===== src/rtl/hpf_pkg.sv =====
package hpf_pkg;

  // Quantize a coefficient in [0,1) to an unsigned fixed-point integer with
  // frac_bits fractional bits, rounding to nearest.
  function automatic int quantize_coef(input real value, input int frac_bits);
    real scaled;
    scaled = value * (2.0 ** frac_bits);
    return $rtoi(scaled + 0.5);
  endfunction

  // Output word presentation.
  typedef enum logic {
    FMT_TWOS   = 1'b0,
    FMT_OFFSET = 1'b1
  } out_fmt_e;

endpackage


===== src/rtl/hpf_recursion.sv =====
// First-order recursion: acc = x*2^F - B*x_prev + floor(A*y_state/2^F).
// State advances only when 'advance' is high.
module hpf_recursion #(
  parameter int DATA_W = 10,
  parameter int FRAC_W = 16,
  parameter int COEF_A = 64531,
  parameter int COEF_B = 65532,
  localparam int Y_W   = DATA_W + 2 + FRAC_W
) (
  input  logic                     clk,
  input  logic                     rst,
  input  logic                     advance,
  input  logic signed [DATA_W-1:0] x_in,
  output logic signed [Y_W-1:0]    acc_o
);

  localparam int PB_W  = DATA_W + FRAC_W + 1;
  localparam int PA_W  = Y_W + FRAC_W + 1;
  localparam int SUM_W = Y_W + 2;

  localparam logic signed [FRAC_W:0] A_S = COEF_A[FRAC_W:0];
  localparam logic signed [FRAC_W:0] B_S = COEF_B[FRAC_W:0];

  logic signed [DATA_W-1:0] x_prev_q;
  logic signed [Y_W-1:0]    y_state_q;

  logic signed [PB_W-1:0]   prod_b;
  logic signed [PA_W-1:0]   prod_a;
  logic signed [SUM_W-1:0]  x_scaled;
  logic signed [SUM_W-1:0]  fwd_term;
  logic signed [SUM_W-1:0]  fb_term;
  logic signed [SUM_W-1:0]  sum;

  always_comb begin
    prod_b   = B_S * x_prev_q;
    prod_a   = A_S * y_state_q;
    x_scaled = {{(SUM_W-DATA_W-FRAC_W){x_in[DATA_W-1]}}, x_in, {FRAC_W{1'b0}}};
    fwd_term = SUM_W'(prod_b);
    fb_term  = SUM_W'(prod_a >>> FRAC_W);
    sum      = x_scaled - fwd_term + fb_term;
    acc_o    = Y_W'(sum);
  end

  always_ff @(posedge clk) begin
    if (rst) begin
      x_prev_q  <= '0;
      y_state_q <= '0;
    end else if (advance) begin
      x_prev_q  <= x_in;
      y_state_q <= acc_o;
    end
  end

endmodule


===== src/rtl/hpf_round_sat.sv =====
// Round half-up from the fixed-point accumulator to an integer and clamp
// to the two's complement range of the output word.
module hpf_round_sat #(
  parameter int DATA_W = 10,
  parameter int FRAC_W = 16,
  localparam int Y_W   = DATA_W + 2 + FRAC_W
) (
  input  logic signed [Y_W-1:0]    acc_i,
  output logic signed [DATA_W-1:0] y_o
);

  localparam int R_W  = Y_W + 1;
  localparam int IW   = R_W - FRAC_W;
  localparam logic signed [R_W-1:0]    HALF  = R_W'(1) <<< (FRAC_W - 1);
  localparam logic signed [IW-1:0]     MAX_I = IW'((1 << (DATA_W - 1)) - 1);
  localparam logic signed [IW-1:0]     MIN_I = -IW'(1 << (DATA_W - 1));
  localparam logic signed [DATA_W-1:0] MAX_D = {1'b0, {(DATA_W-1){1'b1}}};
  localparam logic signed [DATA_W-1:0] MIN_D = {1'b1, {(DATA_W-1){1'b0}}};

  logic signed [R_W-1:0] rounded;
  logic signed [IW-1:0]  int_part;

  always_comb begin
    rounded  = R_W'(acc_i) + HALF;
    int_part = IW'(rounded >>> FRAC_W);
    if (int_part > MAX_I)      y_o = MAX_D;
    else if (int_part < MIN_I) y_o = MIN_D;
    else                       y_o = DATA_W'(int_part);
  end

endmodule


===== src/rtl/hpf_out_stage.sv =====
// Registers the filtered word (one cycle latency), muxes the zero-latency
// bypass path ahead of it and applies the output format.
module hpf_out_stage
  import hpf_pkg::*;
#(
  parameter int DATA_W = 10
) (
  input  logic              clk,
  input  logic              rst,
  input  logic              in_valid,
  input  logic              bypass,
  input  logic [DATA_W-1:0] raw_word,
  input  logic [DATA_W-1:0] filt_word,
  input  out_fmt_e          fmt,
  output logic [DATA_W-1:0] out_word,
  output logic              out_valid
);

  logic [DATA_W-1:0] filt_q;
  logic              filt_vld_q;
  logic              pass_now;
  logic [DATA_W-1:0] chosen;
  logic [DATA_W-1:0] flip_mask;

  always_ff @(posedge clk) begin
    if (rst) begin
      filt_vld_q <= 1'b0;
      filt_q     <= '0;
    end else begin
      filt_vld_q <= in_valid & ~bypass;
      if (in_valid & ~bypass) filt_q <= filt_word;
    end
  end

  always_comb begin
    pass_now  = in_valid & bypass;
    chosen    = pass_now ? raw_word : filt_q;
    flip_mask = {(fmt == FMT_OFFSET), {(DATA_W-1){1'b0}}};
    out_word  = chosen ^ flip_mask;
    out_valid = pass_now | filt_vld_q;
  end

endmodule


===== src/rtl/adc_hpf_stream.sv =====
module adc_hpf_stream
  import hpf_pkg::*;
#(
  parameter int  DATA_W = 10,
  parameter int  FRAC_W = 16,
  parameter real POLE   = 0.98466,
  parameter real ZERO   = 0.99994
) (
  input  logic              clk,
  input  logic              rst,
  input  logic [DATA_W-1:0] in_sample,
  input  logic              in_valid,
  input  logic              bypass,
  input  logic              unsigned_out,
  output logic [DATA_W-1:0] out_sample,
  output logic              out_valid
);

  localparam int COEF_A = quantize_coef(POLE, FRAC_W);
  localparam int COEF_B = quantize_coef(ZERO, FRAC_W);
  localparam int Y_W    = DATA_W + 2 + FRAC_W;

  logic signed [Y_W-1:0]    acc;
  logic signed [DATA_W-1:0] filt_word;
  out_fmt_e                 fmt;

  assign fmt = out_fmt_e'(unsigned_out);

  hpf_recursion #(
    .DATA_W (DATA_W),
    .FRAC_W (FRAC_W),
    .COEF_A (COEF_A),
    .COEF_B (COEF_B)
  ) rec_i (
    .clk     (clk),
    .rst     (rst),
    .advance (in_valid),
    .x_in    ($signed(in_sample)),
    .acc_o   (acc)
  );

  hpf_round_sat #(
    .DATA_W (DATA_W),
    .FRAC_W (FRAC_W)
  ) rsat_i (
    .acc_i (acc),
    .y_o   (filt_word)
  );

  hpf_out_stage #(
    .DATA_W (DATA_W)
  ) ostg_i (
    .clk       (clk),
    .rst       (rst),
    .in_valid  (in_valid),
    .bypass    (bypass),
    .raw_word  (in_sample),
    .filt_word (filt_word),
    .fmt       (fmt),
    .out_word  (out_sample),
    .out_valid (out_valid)
  );

endmodule


===== config.mk =====
export PLATFORM = sky130hd
export DESIGN_NAME = adc_hpf_stream
export DESIGN_NICKNAME = d
export VERILOG_FILES = /design/src/rtl/hpf_pkg.sv /design/src/rtl/hpf_recursion.sv /design/src/rtl/hpf_round_sat.sv /design/src/rtl/hpf_out_stage.sv /design/src/rtl/adc_hpf_stream.sv
export SDC_FILE = /design/constraint.sdc
export NUM_CORES = 1
export LEC_CHECK = 0
export ABC_AREA = 1
export BUFFER_PORTS_ARGS = -buffer_cell sky130_fd_sc_hd__buf_4
export CAP_MARGIN = 20
export CORE_ASPECT_RATIO = 1.2
export CORE_MARGIN = 2
export CORE_UTILIZATION = 35
export DETAILED_ROUTE_END_ITERATION = 12
export GPL_TIMING_DRIVEN = 1
export PLACE_DENSITY_LB_ADDON = 0.25
export SYNTH_ARGS = -nofsm -noshare
export SYNTH_HDL_FRONTEND = slang
export SYNTH_SLANG_ARGS = --single-unit

===== constraint.sdc =====
create_clock -name clk -period 9.4 [get_ports clk]
set_input_delay 0 -clock clk [delete_from_list [all_inputs] [get_ports clk]]
set_output_delay 0 -clock clk [all_outputs]
set_load 0.02 [all_outputs]

==> metrics.log, run 1 <==
[metrics] cell taking the most area after synthesis: sky130_fd_sc_hd__fa_1
[metrics] post-route ant nets: 0
[metrics] Least-Margin Pin Slew: 913.0 ps
[metrics] maximum number of buffers from clock root to sink: 2
[metrics] number of max-cap violations: 0
[metrics] initial antenna violation count: 1
[metrics] Seq/Total Area, Yosys: 0.06477
[metrics] final-layout setup total negative slack: 0 ps
[metrics] cell type of the slowest stage on the worst timing path: sky130_fd_sc_hd__fa_1
[metrics] Worst Skew: roughly 29 ps
[metrics] flop2flop setup slack: about 530 ps
[metrics] RR Startpoint: rec_i.y_state_q[21]
[metrics] layout net count: 2,427
[metrics] top cell type's share of synthesized area: 0.3106
[metrics] I/O Pins: 26
[metrics] TritonCTS Buffers: 5
[metrics] overall routed net length: around 42,000 um
[metrics] synth-to-layout area growth: 9.270%
[metrics] via count of the routed design: 11,720
[metrics] Highest Clock Rate: 112.7 MHz
[metrics] clock latency on the worst-skew pair: 330 ps
[metrics] endpoints failing hold: 0
[metrics] number of failing setup endpoints in the final timing report: 0
[metrics] Post-DP HPWL: 37,020 um
[metrics] number of synthesized flops with an enable pin: 0
[metrics] first-pass detailed-route iteration total: 7
[metrics] top flip-flop cell by instance count after synthesis: sky130_fd_sc_hd__dfxtp_1
[metrics] top cell types by occurrence after synthesis: sky130_fd_sc_hd__inv_1, sky130_fd_sc_hd__ha_1, sky130_fd_sc_hd__fa_1, sky130_fd_sc_hd__nand2_1
[metrics] overall die area: 44,960 um2
[metrics] share of synthesized flip-flops with an asynchronous set or reset: 0
[metrics] final worst path period need: around 8900 ps
[metrics] first-pass GRT wire length: 68,410 um
[metrics] average size of a mapped cell: 8.204 um2
[metrics] class of the tightest hold or removal check: in -> reg
[metrics] Slew HR: 0.3907
[metrics] Mapped Cells: 1,846
[metrics] number of input and output port buffers inserted: 25
[metrics] iteration-0 DRC count of the detailed router: 594
[metrics] clock edge transition at the registers on the reported setup and hold paths: 100 ps
[metrics] data arrival at the endpoint of the critical path: 9080 ps
[metrics] wire length per cell: 16.95 um
[metrics] type of the setup path with the least slack: reg -> reg
[metrics] Core Rows: 83
[metrics] Hold Crit Start: in_sample[7]
[metrics] most used cell along the critical path: sky130_fd_sc_hd__fa_1
[metrics] Yosys cell types: 46
[metrics] post-detailed-route via-to-cell ratio: 4.770
[metrics] number of synthesized register bits: 49
[metrics] Starting Density: 0.3540
[metrics] count of antenna diodes in the layout: 0
[metrics] CP required: 9610 ps
[metrics] share of layout cells above drive strength 1: 0.08447
[metrics] weighted congestion reported at the end of routability-driven placement: 0.9351
[metrics] CP startpoint: rec_i.y_state_q[21]
[metrics] gr usage total: 0.1952
[metrics] critical path endpoint category: flip-flop
[metrics] post-synthesis instance area: approximately 15,000 um2
[metrics] final worst path period share: 0.9438
[metrics] max incr delay on CP: around 560 ps
[metrics] via count of the first global-routing pass: roughly 13,000
[metrics] post-synth net total: 2,368
[metrics] level count of the clock H-tree: 2
[metrics] GRT Residual Overflow: 0
[metrics] vertical die dimension: 231.9 um
[metrics] buffer type at the clock tree root: sky130_fd_sc_hd__clkbuf_16
[metrics] Die X: 193.9 um
[metrics] FF-to-FF path depth: 34
[metrics] Max Fanout on Critical Path: 6
[metrics] largest net degree at the start of global routing: 45
[metrics] run status: completed
[metrics] RSZ-0062 raised after global routing: false
[metrics] count of pins over their slew limit: 0
[metrics] leading cell types by total area after synthesis: sky130_fd_sc_hd__fa_1, sky130_fd_sc_hd__ha_1, sky130_fd_sc_hd__inv_1
[metrics] placeable core area: 42,790 um2
[metrics] CTS tree: yes
[metrics] leading cell type by number of instances after synthesis: sky130_fd_sc_hd__inv_1
[metrics] type of element launching the critical path: flip-flop
[metrics] endpoint of the worst register-to-register path: ostg_i.filt_q[2]
[metrics] Syn. warnings: 0
[metrics] setup repair bufs after CTS: 0
[metrics] worst hold path stage count: 3
[metrics] total clock sinks: a little under 50
[metrics] worst hold path endpoint: rec_i.x_prev_q[7]
[metrics] final routed DRC violation total: 0
-- kinds of logic (layout without fill, tap and decap cells) --
| logic type | after synthesis | after routing | share of synthesized area |
|---|---|---|---|
| AO/OA/AOI/OAI | 248 | 248 | 0.09270 |
| XOR/XNOR | 81 | 81 | 0.04784 |
| adder cells (fa/ha/maj) | 507 | 507 | 0.5354 |
| buffers and inverters | 536 | 596 | 0.1328 |
| flip-flops | 49 | 49 | 0.06477 |
| multiplexers | 7 | 7 | 0.005205 |
| AND/OR/NAND/NOR | 418 | 418 | 0.1213 |
-- cells in the final DEF, fill, tap and decap left out, drive strengths merged, types with 43 or more instances in the layout --
cell and instances:
buf 63, dfxtp 49, a21oi 114, nand2 233
inv 521, nor2 113, nand3 43, ha 272
o21ai 79, xor2 47, fa 235
-- registers in the layout, summed over array words and instances (netlist names) --
| name | count |
|---|---|
| ostg_i.filt_q | 10 |
| rec_i.y_state_q | 28 |
| rec_i.x_prev_q | 10 |
| ostg_i.filt_vld_q | 1 |
-- worst max-delay path by stage --
stage,to,slack [ps],cells past startpoint
after floorplan,ostg_i.filt_q[1],1410,43
after global placement,ostg_i.filt_q[1],180,34
after detailed placement,ostg_i.filt_q[2],140,34
after CTS,ostg_i.filt_q[2],90,41
after global routing,ostg_i.filt_q[4],4,43
final,ostg_i.filt_q[2],530,34
-- critical path: cells and delay by family (launching register included) --
kind / cells / cell delay, ps
compound gates: 5 / 1120
xor+xnor: 2 / 520
buf+inv: 6 / 600
simple gates: 12 / 1560
flops: 1 / 520
fa+ha+maj: 9 / 4420
-- cell type report --
type | instances | area [um2]
tap | 552 | 690.7
sequential | 49 | 1001
fill | 4475 | 26240
multi-input combinational | 1261 | 12260
clock buffer | 5 | 125.1
clock inverter | 3 | 17.52
inverter | 523 | 1963
timing repair buffer | 65 | 493.0
-- layer usage --
metal  vias to the layer above  global-route usage  part of all wire
li1                       5797                   -                 -
met1                      5664              0.2442              0.43
met2                       198              0.3439              0.50
met3                        65             0.01757             0.030
met4                         0             0.08499             0.042
met5                         -                   0                 0
-- timing repair --
action | in CTS | in global routing
setup endpoints to repair | 0 | 11
hold buffers | 2 | 0
gates resized for setup | 0 | 42
endpoints found under the hold margin | 2 | 0
-- through the flow --
step                      cell area, um2  hold slack, ps    util  std cells  worst slack, ps
after floorplan                    15140           128.3       -       1846             1410
after global placement             16260           285.3  0.3800       2448            184.4
after detailed placement           16260           282.9  0.3800       2448            141.9
after CTS                          16420           26.10  0.3838       2458            92.50
after global routing               16550           78.57  0.3868       2458            4.410
final                              16550           33.47  0.3868       2458            528.6
Power of run 1 is left out: the tool's default activity adds up to more than one toggle a clock period on the data nets, which glitch-free logic cannot reach.
==> run 2: changes to the inputs <==
- PLACE_DENSITY_LB_ADDON: 0.25 -> 0.3
- SYNTH_HIERARCHICAL: default -> 1
==> metrics.log, run 2 <==
[metrics] run status: completed
[metrics] overall routed net length: 48,560 um (+17%)
[metrics] FF-to-FF path depth: 38 (+12%)
[metrics] count of antenna diodes in the layout: 0 (unchanged)
[metrics] number of failing setup endpoints in the final timing report: 0 (unchanged)
[metrics] count of pins over their slew limit: 0 (unchanged)
[metrics] post-synthesis instance area: 15,910 um2 (+5.1%)
[metrics] clock latency on the worst-skew pair: 340 ps (about the same)
[metrics] overall die area: 47,190 um2 (+5.0%)
[metrics] RR Startpoint: rec_i/y_state_q[17]
[metrics] endpoint of the worst register-to-register path: ostg_i/filt_q[3]
[metrics] max incr delay on CP: 580 ps (+20 ps)
[metrics] weighted congestion reported at the end of routability-driven placement: 0.9698 (+3.7%)
[metrics] gr usage total: 0.2160 (+0.02082)
[metrics] maximum number of buffers from clock root to sink: 2 (unchanged)
[metrics] clock edge transition at the registers on the reported setup and hold paths: 80 ps (-20 ps)
[metrics] Syn. warnings: 6 (+6)
[metrics] initial antenna violation count: 1 (unchanged)
[metrics] Post-DP HPWL: 42,920 um (+16%)
[metrics] level count of the clock H-tree: 2 (unchanged)
[metrics] Max Fanout on Critical Path: 9 (+3)
[metrics] final worst path period need: 8942 ps (+70.37 ps)
[metrics] number of max-cap violations: 0 (unchanged)
[metrics] Least-Margin Pin Slew: 575.1 ps (-337.9 ps)
[metrics] number of input and output port buffers inserted: 25 (unchanged)
[metrics] buffer type at the clock tree root: sky130_fd_sc_hd__clkbuf_16
[metrics] total routed wire length on the met1 layer: 20,060 um (+11%)
[metrics] total clock sinks: 49 (unchanged)
[metrics] most used cell along the critical path: sky130_fd_sc_hd__fa_1
[metrics] final routed DRC violation total: 0 (unchanged)
[metrics] via count of the first global-routing pass: 14,320 (+13%)
[metrics] Die X: 198.6 um (+2.4%)
[metrics] synth-to-layout area growth: 10.28%
[metrics] largest net degree at the start of global routing: 56 (+24%)
[metrics] type of element launching the critical path: flip-flop
[metrics] average size of a mapped cell: 7.796 um2 (-5.0%)
[metrics] flop2flop setup slack: 460 ps (-70 ps)
[metrics] type of the setup path with the least slack: reg -> reg
[metrics] length of routed met3 wiring: 2014 um (+62%)
[metrics] layout net count: 2,628 (+8.3%)
[metrics] post-layout utilization of the core: 0.3910 (+0.004197)
[metrics] Slew HR: 0.6067 (+0.2161)
[metrics] Core Rows: 85 (+2.4%)
[metrics] share of layout cells above drive strength 1: 0.07875 (-0.005722)
[metrics] met2 routed WL: 25,130 um (+22%)
[metrics] post-route ant nets: 0 (unchanged)
[metrics] commonest non-fill, non-tap cell in the layout: sky130_fd_sc_hd__inv_1
[metrics] via count of the routed design: 13,380 (+14%)
[metrics] post-detailed-route via-to-cell ratio: 4.924 (+3.2%)
[metrics] commonest non-fill, non-tap cells in the layout: sky130_fd_sc_hd__inv_1, sky130_fd_sc_hd__nand2_1, sky130_fd_sc_hd__ha_1
[metrics] Starting Density: 0.3545 (+0.0005707)
[metrics] GRT Residual Overflow: 0 (unchanged)
[metrics] CP startpoint: rec_i/y_state_q[17]
[metrics] placeable core area: 44,880 um2 (+4.9%)
[metrics] worst setup path end: ostg_i/filt_q[3]
[metrics] first-pass GRT wire length: 77,910 um (+14%)
[metrics] post-synth net total: 2,562 (+8.2%)
[metrics] worst-case setup slack after placement: 11.55 ps (-130.4 ps)
[metrics] post-layout worst setup margin: 458.2 ps (-70.37 ps)
[metrics] CP required: 9640 ps (+30 ps)
[metrics] TritonCTS Buffers: 5 (unchanged)
[metrics] Worst Skew: 6.182 ps (-22.37 ps)
[metrics] max FFs per register: 28 (unchanged)
[metrics] Top Registers: rec_i/y_state_q: 28 flops, ostg_i/filt_q: 10 flops, rec_i/x_prev_q: 10 flops
[metrics] final worst path period share: 0.9513 (+0.007486)
[metrics] class of the tightest hold or removal check: in -> reg
[metrics] vertical die dimension: 237.6 um (+2.5%)
[metrics] endpoints failing hold: 0 (unchanged)
[metrics] wire length per cell: 17.87 um (+5.4%)
[metrics] highest routed metal layer: met4
[metrics] CTS tree: yes
[metrics] critical path endpoint category: flip-flop
[metrics] first-pass detailed-route iteration total: 5 (-2)
[metrics] iteration-0 DRC count of the detailed router: 679 (+14%)
[metrics] data arrival at the endpoint of the critical path: 9180 ps (+100 ps)
[metrics] cell type of the slowest stage on the worst timing path: sky130_fd_sc_hd__fa_1
[metrics] Highest Clock Rate: 111.8 MHz (-0.79%)
[metrics] I/O Pins: 26 (unchanged)
[metrics] register with the highest flop count: rec_i/y_state_q
[metrics] Mapped Cells: 2,041 (+11%)
-- run 2: how the worst min path moves through the flow --
| stage | start | to | slack [ps] | depth (start not counted) |
|---|---|---|---|---|
| floorplan | rst | ostg_i/filt_vld_q | 80 | 1 |
| global placement | in_sample[6] | rec_i/x_prev_q[6] | 280 | 3 |
| detailed placement | in_sample[3] | rec_i/x_prev_q[3] | 280 | 3 |
| CTS | in_sample[8] | rec_i/x_prev_q[8] | 20 | 3 |
| global route | in_sample[8] | rec_i/x_prev_q[8] | 80 | 3 |
| finish | in_sample[8] | rec_i/x_prev_q[8] | 20 | 3 |
-- run 2: routing by layer --
metal / track usage / up-vias
met5: 0 / -
li1: - / 6437
met4: 0.05948 / 0
met3: 0.02894 / 68
met2: 0.3983 / 301
met1: 0.2603 / 6573
-- run 2: timing repair --
item,4_1_cts,5_1_grt
pin swaps,0,3
hold buffers,8,0
endpoints found under the hold margin,8,0
endpoints found under the setup margin,2,10
setup buffers,0,2
resized for setup,1,55
-- run 2: cell type report --
| cell class | instances | area, um2 |
|---|---|---|
| clock buffers | 5 | 125.1 |
| clock inverters | 3 | 28.78 |
| repair buffers | 75 | 595.6 |
| well taps | 609 | 762.0 |
| fillers | 4771 | 27330 |
| inverters | 543 | 2042 |
| multi-input cells | 1433 | 13000 |
| flip-flops and latches | 49 | 998.5 |
-- run 2: metrics by stage --
step | TNS (ps) | instances | hold slack (ps) | cell area [um2]
finish | 0 | 2717 | 24.00 | 17550
floorplan | 0 | 2041 | 76.79 | 15910
detailed placement | 0 | 2698 | 277.3 | 17090
global placement | 0 | 2698 | 275.5 | 17090
global route | -77.70 | 2717 | 81.92 | 17550
CTS | 0 | 2714 | 15.98 | 17330
-- run 2: worst max-delay path: cells and delay by family (launching register included) --
kind / cells / cell delay (ps)
fa+ha+maj: 9 / 4360
simple gates: 15 / 1620
compound gates: 5 / 1290
flops: 1 / 440
xor+xnor: 1 / 310
buf+inv: 8 / 810
Power of run 2 is left out for the same reason.
